### src/rtl/dac_seq_pkg.sv
package dac_seq_pkg;
  parameter int VAL_W    = 12;
  parameter int GLITCH_W = 6;
  parameter int ADDR_W   = 4;
  parameter int DATA_W   = 16;

  localparam logic [ADDR_W-1:0] A_CFG    = 4'h0;
  localparam logic [ADDR_W-1:0] A_CUR    = 4'h1;
  localparam logic [ADDR_W-1:0] A_NEXT   = 4'h2;
  localparam logic [ADDR_W-1:0] A_IRQ    = 4'h3;
  localparam logic [ADDR_W-1:0] A_IRQSET = 4'h4;
  localparam logic [ADDR_W-1:0] A_MASK   = 4'h5;
  localparam logic [ADDR_W-1:0] A_MASKED = 4'h6;
  localparam logic [ADDR_W-1:0] A_SWSET  = 4'h7;
  localparam logic [ADDR_W-1:0] A_SWCLR  = 4'h8;

  // Configuration word, most significant field first
  typedef struct packed {
    logic                coreOn;       // 15
    logic                strobeLevel;  // 14
    logic                strobeGate;   // 13
    logic                offDrive;     // 12
    logic [1:0]          codeMode;     // 11:10
    logic                rangeUp;      // 9
    logic                outOn;        // 8
    logic                glitchBufEn;  // 7
    logic                glitchPinEn;  // 6
    logic [GLITCH_W-1:0] glitchLen;    // 5:0
  } cfg_t;

  // Strobes from control to datapath
  typedef struct packed {
    logic doUpdate;
    logic curWrite;
    logic glitchOpen;
  } seq_strobe_t;

  typedef enum logic [1:0] {
    OUT_HIZ   = 2'd0,
    OUT_DRIVE = 2'd1,
    OUT_LOW   = 2'd2,
    OUT_REF   = 2'd3
  } out_sel_e;
endpackage

### src/rtl/dac_seq_ctrl.sv
module dac_seq_ctrl
  import dac_seq_pkg::*;
#(
  parameter int GW = GLITCH_W,
  parameter int AW = ADDR_W
) (
  input  logic          clk,
  input  logic          rstN,
  input  logic          coreOn,
  input  logic          strobeGate,
  input  logic          strobeLevel,
  input  logic [GW-1:0] glitchLen,
  input  logic          wrEn,
  input  logic [AW-1:0] wrAddr,
  input  logic          wrBit0,
  input  logic          strobeIn,
  input  logic          dacTick,
  output seq_strobe_t   seqStrobes,
  output logic          irqFlag,
  output logic          irqMask
);
  localparam int CNT_W = GW + 1;

  logic             strobePrev;
  logic             armed;
  logic             strobeRise;
  logic             allow;
  logic             doUpdate;
  logic             curWrite;
  logic             setHit;
  logic             clrHit;
  logic [CNT_W-1:0] glitchCnt;

  assign strobeRise = strobeIn & ~strobePrev;

  always_comb begin
    if (!strobeGate)      allow = 1'b1;
    else if (strobeLevel) allow = strobeIn;
    else                  allow = armed;
  end

  assign doUpdate = coreOn & dacTick & allow;
  assign curWrite = wrEn && (wrAddr == A_CUR);
  assign setHit   = wrEn && (wrAddr == A_IRQSET) && wrBit0;
  assign clrHit   = wrEn && (wrAddr == A_IRQ) && wrBit0;

  always_ff @(posedge clk) begin
    if (!rstN) begin
      strobePrev <= 1'b0;
      armed      <= 1'b0;
    end else begin
      strobePrev <= strobeIn;
      if (doUpdate)
        armed <= 1'b0;
      else if (strobeRise && strobeGate && !strobeLevel)
        armed <= 1'b1;
    end
  end

  always_ff @(posedge clk) begin
    if (!rstN)
      glitchCnt <= '0;
    else if (doUpdate || curWrite)
      glitchCnt <= CNT_W'(glitchLen) + CNT_W'(1);
    else if (glitchCnt != '0)
      glitchCnt <= glitchCnt - CNT_W'(1);
  end

  always_ff @(posedge clk) begin
    if (!rstN) begin
      irqFlag <= 1'b0;
      irqMask <= 1'b0;
    end else begin
      irqFlag <= doUpdate | setHit | (irqFlag & ~clrHit);
      if (wrEn && (wrAddr == A_MASK))
        irqMask <= wrBit0;
    end
  end

  assign seqStrobes.doUpdate   = doUpdate;
  assign seqStrobes.curWrite   = curWrite;
  assign seqStrobes.glitchOpen = (glitchCnt != '0);
endmodule

### src/rtl/dac_seq_datapath.sv
module dac_seq_datapath
  import dac_seq_pkg::*;
#(
  parameter int VW = VAL_W,
  parameter int AW = ADDR_W,
  parameter int DW = DATA_W
) (
  input  logic          clk,
  input  logic          rstN,
  input  logic          wrEn,
  input  logic [AW-1:0] wrAddr,
  input  logic [DW-1:0] wrData,
  input  logic [AW-1:0] rdAddr,
  input  seq_strobe_t   seqStrobes,
  input  logic          irqFlag,
  input  logic          irqMask,
  output cfg_t          cfg,
  output logic [DW-1:0] rdData,
  output logic [VW-1:0] dacCode,
  output logic [1:0]    outSel,
  output logic          rangeLift,
  output logic          pinSwClosed,
  output logic          bufSwClosed,
  output logic          supplySwClosed
);
  localparam logic [VW-1:0] MSB_FLIP = VW'(1) << (VW - 1);

  logic [DW-1:0] cfgReg;
  logic [VW-1:0] curVal;
  logic [VW-1:0] nextVal;
  logic          swPin;
  logic          swSupply;
  out_sel_e      sel;

  assign cfg = cfg_t'(cfgReg);

  always_ff @(posedge clk) begin
    if (!rstN) begin
      cfgReg   <= '0;
      curVal   <= '0;
      nextVal  <= '0;
      swPin    <= 1'b0;
      swSupply <= 1'b0;
    end else begin
      if (wrEn && wrAddr == A_CFG)  cfgReg  <= wrData;
      if (wrEn && wrAddr == A_NEXT) nextVal <= wrData[VW-1:0];
      if (seqStrobes.doUpdate)      curVal  <= nextVal;
      else if (seqStrobes.curWrite) curVal  <= wrData[VW-1:0];
      if (wrEn && wrAddr == A_SWSET) begin
        if (wrData[0]) swSupply <= 1'b1;
        if (wrData[1]) swPin    <= 1'b1;
      end
      if (wrEn && wrAddr == A_SWCLR) begin
        if (wrData[0]) swSupply <= 1'b0;
        if (wrData[1]) swPin    <= 1'b0;
      end
    end
  end

  always_comb begin
    unique case (cfg.codeMode)
      2'd1:    dacCode = curVal ^ MSB_FLIP;
      default: dacCode = curVal;
    endcase
  end

  always_comb begin
    if (!cfg.coreOn)     sel = OUT_HIZ;
    else if (cfg.outOn)  sel = OUT_DRIVE;
    else if (cfg.offDrive) sel = cfg.rangeUp ? OUT_REF : OUT_LOW;
    else                 sel = OUT_HIZ;
  end
  assign outSel    = sel;
  assign rangeLift = cfg.coreOn & cfg.rangeUp;

  assign pinSwClosed    = cfg.coreOn & swPin &
                          ~(cfg.glitchPinEn & seqStrobes.glitchOpen);
  assign bufSwClosed    = cfg.coreOn &
                          ~(cfg.glitchBufEn & seqStrobes.glitchOpen);
  assign supplySwClosed = cfg.coreOn & swSupply;

  always_comb begin
    rdData = '0;
    unique case (rdAddr)
      A_CFG:    rdData = cfgReg;
      A_CUR:    rdData = DW'(curVal);
      A_NEXT:   rdData = DW'(nextVal);
      A_IRQ:    rdData = DW'(irqFlag);
      A_MASK:   rdData = DW'(irqMask);
      A_MASKED: rdData = DW'(irqFlag & irqMask);
      A_SWSET, A_SWCLR: rdData = DW'({swPin, swSupply});
      default:  rdData = '0;
    endcase
  end
endmodule

### src/rtl/dac_update_seq.sv
module dac_update_seq
  import dac_seq_pkg::*;
#(
  parameter int VW = VAL_W,
  parameter int AW = ADDR_W,
  parameter int DW = DATA_W
) (
  input  logic          clk,
  input  logic          rstN,
  input  logic          wrEn,
  input  logic [AW-1:0] wrAddr,
  input  logic [DW-1:0] wrData,
  input  logic [AW-1:0] rdAddr,
  output logic [DW-1:0] rdData,
  input  logic          strobeIn,
  input  logic          dacTick,
  output logic [VW-1:0] dacCode,
  output logic [1:0]    outSel,
  output logic          rangeLift,
  output logic          pinSwClosed,
  output logic          bufSwClosed,
  output logic          supplySwClosed,
  output logic          irqOut
);
  cfg_t        cfg;
  seq_strobe_t seqStrobes;
  logic        irqFlag;
  logic        irqMask;

  dac_seq_ctrl #(.GW(GLITCH_W), .AW(AW)) ctrlU (
    .clk(clk), .rstN(rstN),
    .coreOn(cfg.coreOn), .strobeGate(cfg.strobeGate),
    .strobeLevel(cfg.strobeLevel), .glitchLen(cfg.glitchLen),
    .wrEn(wrEn), .wrAddr(wrAddr), .wrBit0(wrData[0]),
    .strobeIn(strobeIn), .dacTick(dacTick),
    .seqStrobes(seqStrobes), .irqFlag(irqFlag), .irqMask(irqMask)
  );

  dac_seq_datapath #(.VW(VW), .AW(AW), .DW(DW)) dpU (
    .clk(clk), .rstN(rstN),
    .wrEn(wrEn), .wrAddr(wrAddr), .wrData(wrData), .rdAddr(rdAddr),
    .seqStrobes(seqStrobes), .irqFlag(irqFlag), .irqMask(irqMask),
    .cfg(cfg), .rdData(rdData), .dacCode(dacCode), .outSel(outSel),
    .rangeLift(rangeLift), .pinSwClosed(pinSwClosed),
    .bufSwClosed(bufSwClosed), .supplySwClosed(supplySwClosed)
  );

  assign irqOut = irqFlag & irqMask;
endmodule

### config.mk
export PLATFORM = sky130hd
export DESIGN_NAME = dac_update_seq
export DESIGN_NICKNAME = d
export VERILOG_FILES = /design/src/rtl/dac_seq_pkg.sv /design/src/rtl/dac_seq_ctrl.sv /design/src/rtl/dac_seq_datapath.sv /design/src/rtl/dac_update_seq.sv
export SDC_FILE = /design/constraint.sdc
export NUM_CORES = 1
export LEC_CHECK = 0
export BUFFER_PORTS_ARGS = -buffer_cell sky130_fd_sc_hd__buf_2
export CORE_UTILIZATION = 45
export CTS_BUF_LIST = sky130_fd_sc_hd__clkbuf_4
export DETAILED_ROUTE_END_ITERATION = 10
export GPL_TIMING_DRIVEN = 0
export PLACE_DENSITY = 0.73
export SKIP_CTS_REPAIR_TIMING = 1
export SLEW_MARGIN = 20
export SYNTH_ARGS = -nofsm -noshare
export SYNTH_HDL_FRONTEND = slang
export SYNTH_SLANG_ARGS = --single-unit
### constraint.sdc
create_clock -name clk -period 3.6 [get_ports clk]
set_clock_uncertainty 0.2 [all_clocks]
set_input_delay 0 -clock clk [delete_from_list [all_inputs] [get_ports clk]]
set_output_delay 0 -clock clk [all_outputs]
set_load 0.03 [all_outputs]
==> impl_metrics.json <==
{
  "outcome": "complete, no violations",
  "worst_slew_pin_slew_ns": 0.6223,
  "dpl.hpwl_um": 5686,
  "clock_path_buffers": 2,
  "critical_path_arrival_ns": 2.03,
  "fp-row-count": 28,
  "final_nets": 489,
  "synthArstFlopShare_pct": 0,
  "postSynthAreaPerCell_um2": 7.904,
  "place_congestion": 0.8412,
  "design.die.area_um2": 6699,
  "dieHeight_um": 81.85,
  "seq_area_um2": 1061,
  "clk_latency_ns": 0.37,
  "grt_max_degree": 17,
  "route.detailed.drc": 0,
  "placed_cell_area_um2": 3263,
  "cts_made_buffers": 5,
  "multi_input_area_um2": 1602,
  "synth_area_um2": 2869,
  "reg2reg_depth": 4,
  "cap_violations": 0,
  "vias": 2980,
  "hp-class": "input pin to register",
  "ios": 64,
  "die_w_um": 81.85,
  "yosysWarnings": 0,
  "whs_path_depth": 4,
  "gr-total-overflow": 0,
  "grt_pass1_vias": 2585,
  "startpoint_type": "register",
  "antenna_found_initial": 0,
  "drive_above_1_share_pct": 22.05,
  "area_delta_synth_final_pct": 25.08,
  "finalCritPeriodShare_pct": 62.00,
  "fin_crit_ns": 2.232,
  "fill_cells": 572,
  "cts.sink_count": 53,
  "setup_tns_ns": 0,
  "clk_pin_slew_ns": 0.16,
  "post-place-ws_ns": 1.712,
  "coreArea_um2": 6026,
  "drtAntennaViolNets": 0,
  "synth.distinct_cells": 50,
  "yosysSeqAreaShare_pct": 36.98,
  "fin_ws_ns": 1.368,
  "port_buffers": 60,
  "netlist_instances": 363,
  "path_class": "register to output port",
  "setup_viol": 0,
  "grt_pass1_wl_um": 12320,
  "synth_fp_nets": 395,
  "cp.required_ns": 3.40,
  "slew_headroom_pct": 58.52,
  "antenna_cells": 0,
  "cts-htree-levels": 2,
  "critPathMaxFanout": 7,
  "max-vdd-ir-drop_mv": 0.1781,
  "first_pass_iters": 5,
  "start_util_pct": 47.61,
  "synth_flop_cell": "dfxtp_1",
  "vias_per_cell": 5.591,
  "fmax_mhz": 448.1,
  "rsz0062_at_grt": "false",
  "cts-root-buf": "clkbuf_4",
  "drt_iter0_drc": 172,
  "hold_viol": 0,
  "cts_tree": "yes",
  "crit_path_end_kind": "output port",
  "p_leak_uw": 0.001613,
  "synth-edff-count": 0,
  "ys_seq_elements": 53,
  "totalWireLength_um": 8201,
  "grtUsageTotal_pct": 24.35,
  "maxSlewViolCount": 0,
  "finalInstanceArea_um2": 3588,
  "power_density_nw_per_um2": 386.1,
  "wl_per_cell_um": 15.39
}
-- area by class of cell --
type / instances / area share (%)
Buffer: 32 / 5.230
Tap cell: 75 / 2.615
Clock buffer: 5 / 1.046
Inverter: 5 / 0.5230
Clock inverter: 3 / 0.4881
Timing Repair Buffer: 87 / 15.90
Sequential cell: 53 / 29.57
Multi-Input combinational cell: 273 / 44.63
-- cells in the mapped netlist, types with 2 or more instances --
| cell type | instances | area [µm²] |
|---|---|---|
| or3_1 | 2 | 12.51 |
| a21oi_1 | 36 | 180.2 |
| buf_2 | 8 | 40.04 |
| inv_1 | 4 | 15.01 |
| and2_1 | 9 | 56.30 |
| a211oi_1 | 5 | 37.54 |
| o21ai_0 | 19 | 95.09 |
| xor2_1 | 2 | 17.52 |
| buf_4 | 13 | 97.59 |
| or2_2 | 2 | 12.51 |
| o211a_1 | 2 | 20.02 |
| nor2b_1 | 5 | 31.28 |
| xnor2_1 | 4 | 35.03 |
| a31oi_1 | 15 | 93.84 |
| nor3_1 | 2 | 10.01 |
| dfxtp_1 | 53 | 1061 |
| nand2_1 | 71 | 266.5 |
| ha_1 | 3 | 37.54 |
| nor2_1 | 40 | 150.1 |
| nand3_1 | 4 | 20.02 |
| nand2b_1 | 2 | 12.51 |
| clkbuf_1 | 9 | 33.78 |
| mux2i_1 | 26 | 260.3 |
-- cells by family after synthesis --
kind of cell | synth area share (%)
XOR/XNOR | 1.832
AO/OA/AOI/OAI | 17.40
AND/OR/NAND/NOR | 24.51
buffers and inverters | 7.195
flip-flops | 36.98
adder cells (fa/ha/maj) | 1.308
multiplexers | 10.77
-- worst max-delay path: stages (launching register included) --
cell and delay (ns):
dfxtp_1 0.35, inv_1 0.10, ha_1 0.17, nor2b_1 0.27, nand2_1 0.27, a21boi_0 0.29
buf_2 0.24
-- through the flow --
| step | cells | power, µW | hold WS [ns] | utilization [%] |
|---|---|---|---|---|
| 2_1_floorplan | 363 | 1008 | -0.1034 | - |
| 3_3_place_gp | 498 | 1090 | 0.03255 | 54.15 |
| 3_5_place_dp | 498 | 1105 | 0.03622 | 54.15 |
| 4_1_cts | 506 | 1366 | -0.3677 | 55.07 |
| 5_1_grt | 533 | 1467 | 0.1901 | 59.55 |
| 6_report | 533 | 1386 | 0.1929 | 59.55 |
-- metal layers --
| layer | vias up | share of wire (%) | routed length (µm) | track usage (%) |
|---|---|---|---|---|
| met4 | 0 | 2.2 | 179 | 9.123 |
| met5 | - | 0 | 0 | 0 |
| li1 | 1428 | - | - | - |
| met3 | 17 | 5.5 | 450 | 3.000 |
| met2 | 131 | 47 | 3872 | 40.41 |
| met1 | 1404 | 45 | 3698 | 32.07 |
-- placed cells by master, fill, tap and decap left out, types with 3 or more instances in the layout --
cell,instances
ha_1,3
clkbuf_1,9
xnor2_1,4
mux2i_1,26
nor2_1,40
nand2_1,71
inv_1,4
o21ai_0,19
buf_4,13
dlygate4sd3_1,27
a211oi_1,5
clkbuf_4,5
dfxtp_1,53
a31oi_1,15
nor2b_1,5
a21oi_1,36
and2_1,9
nand3_1,4
buf_2,68
-- worst paths after layout --
kind | endpoint | startpoint | slack, ns
worst min register to register | dpU.cfg[7]$_SDFFE_PN0P_ | dpU.cfg[7]$_SDFFE_PN0P_ | 0.30
worst min-delay path | dpU.cfg[12]$_SDFFE_PN0P_ | wrData[12] | 0.19
worst max-delay path | bufSwClosed | ctrlU.glitchCnt[0]$_SDFFE_PN0P_ | 1.37
worst max register to register | ctrlU.glitchCnt[0]$_SDFFE_PN0P_ | dpU.cfg[15]$_SDFFE_PN0P_ | 1.68
-- where the power goes --
group,total [µW],leakage [µW],internal [µW],switching (µW)
clock,268,0.0000326,74.7,193
combinational,436,0.00115,223,212
sequential,682,0.000430,632,49.4
total,1390,0.00161,930,455
-- registers in the layout, summed over array words and instances, names as in the netlist, named ones only --
register          cells
dpU.cfg              16
ctrlU.glitchCnt       7
ctrlU.irqMask         1
ctrlU.strobePrev      1
dpU.nextVal          12
ctrlU.armed           1
ctrlU.irqFlag         1
dpU.curVal           12
No activity file was read; power rests on OpenSTA's default activity.
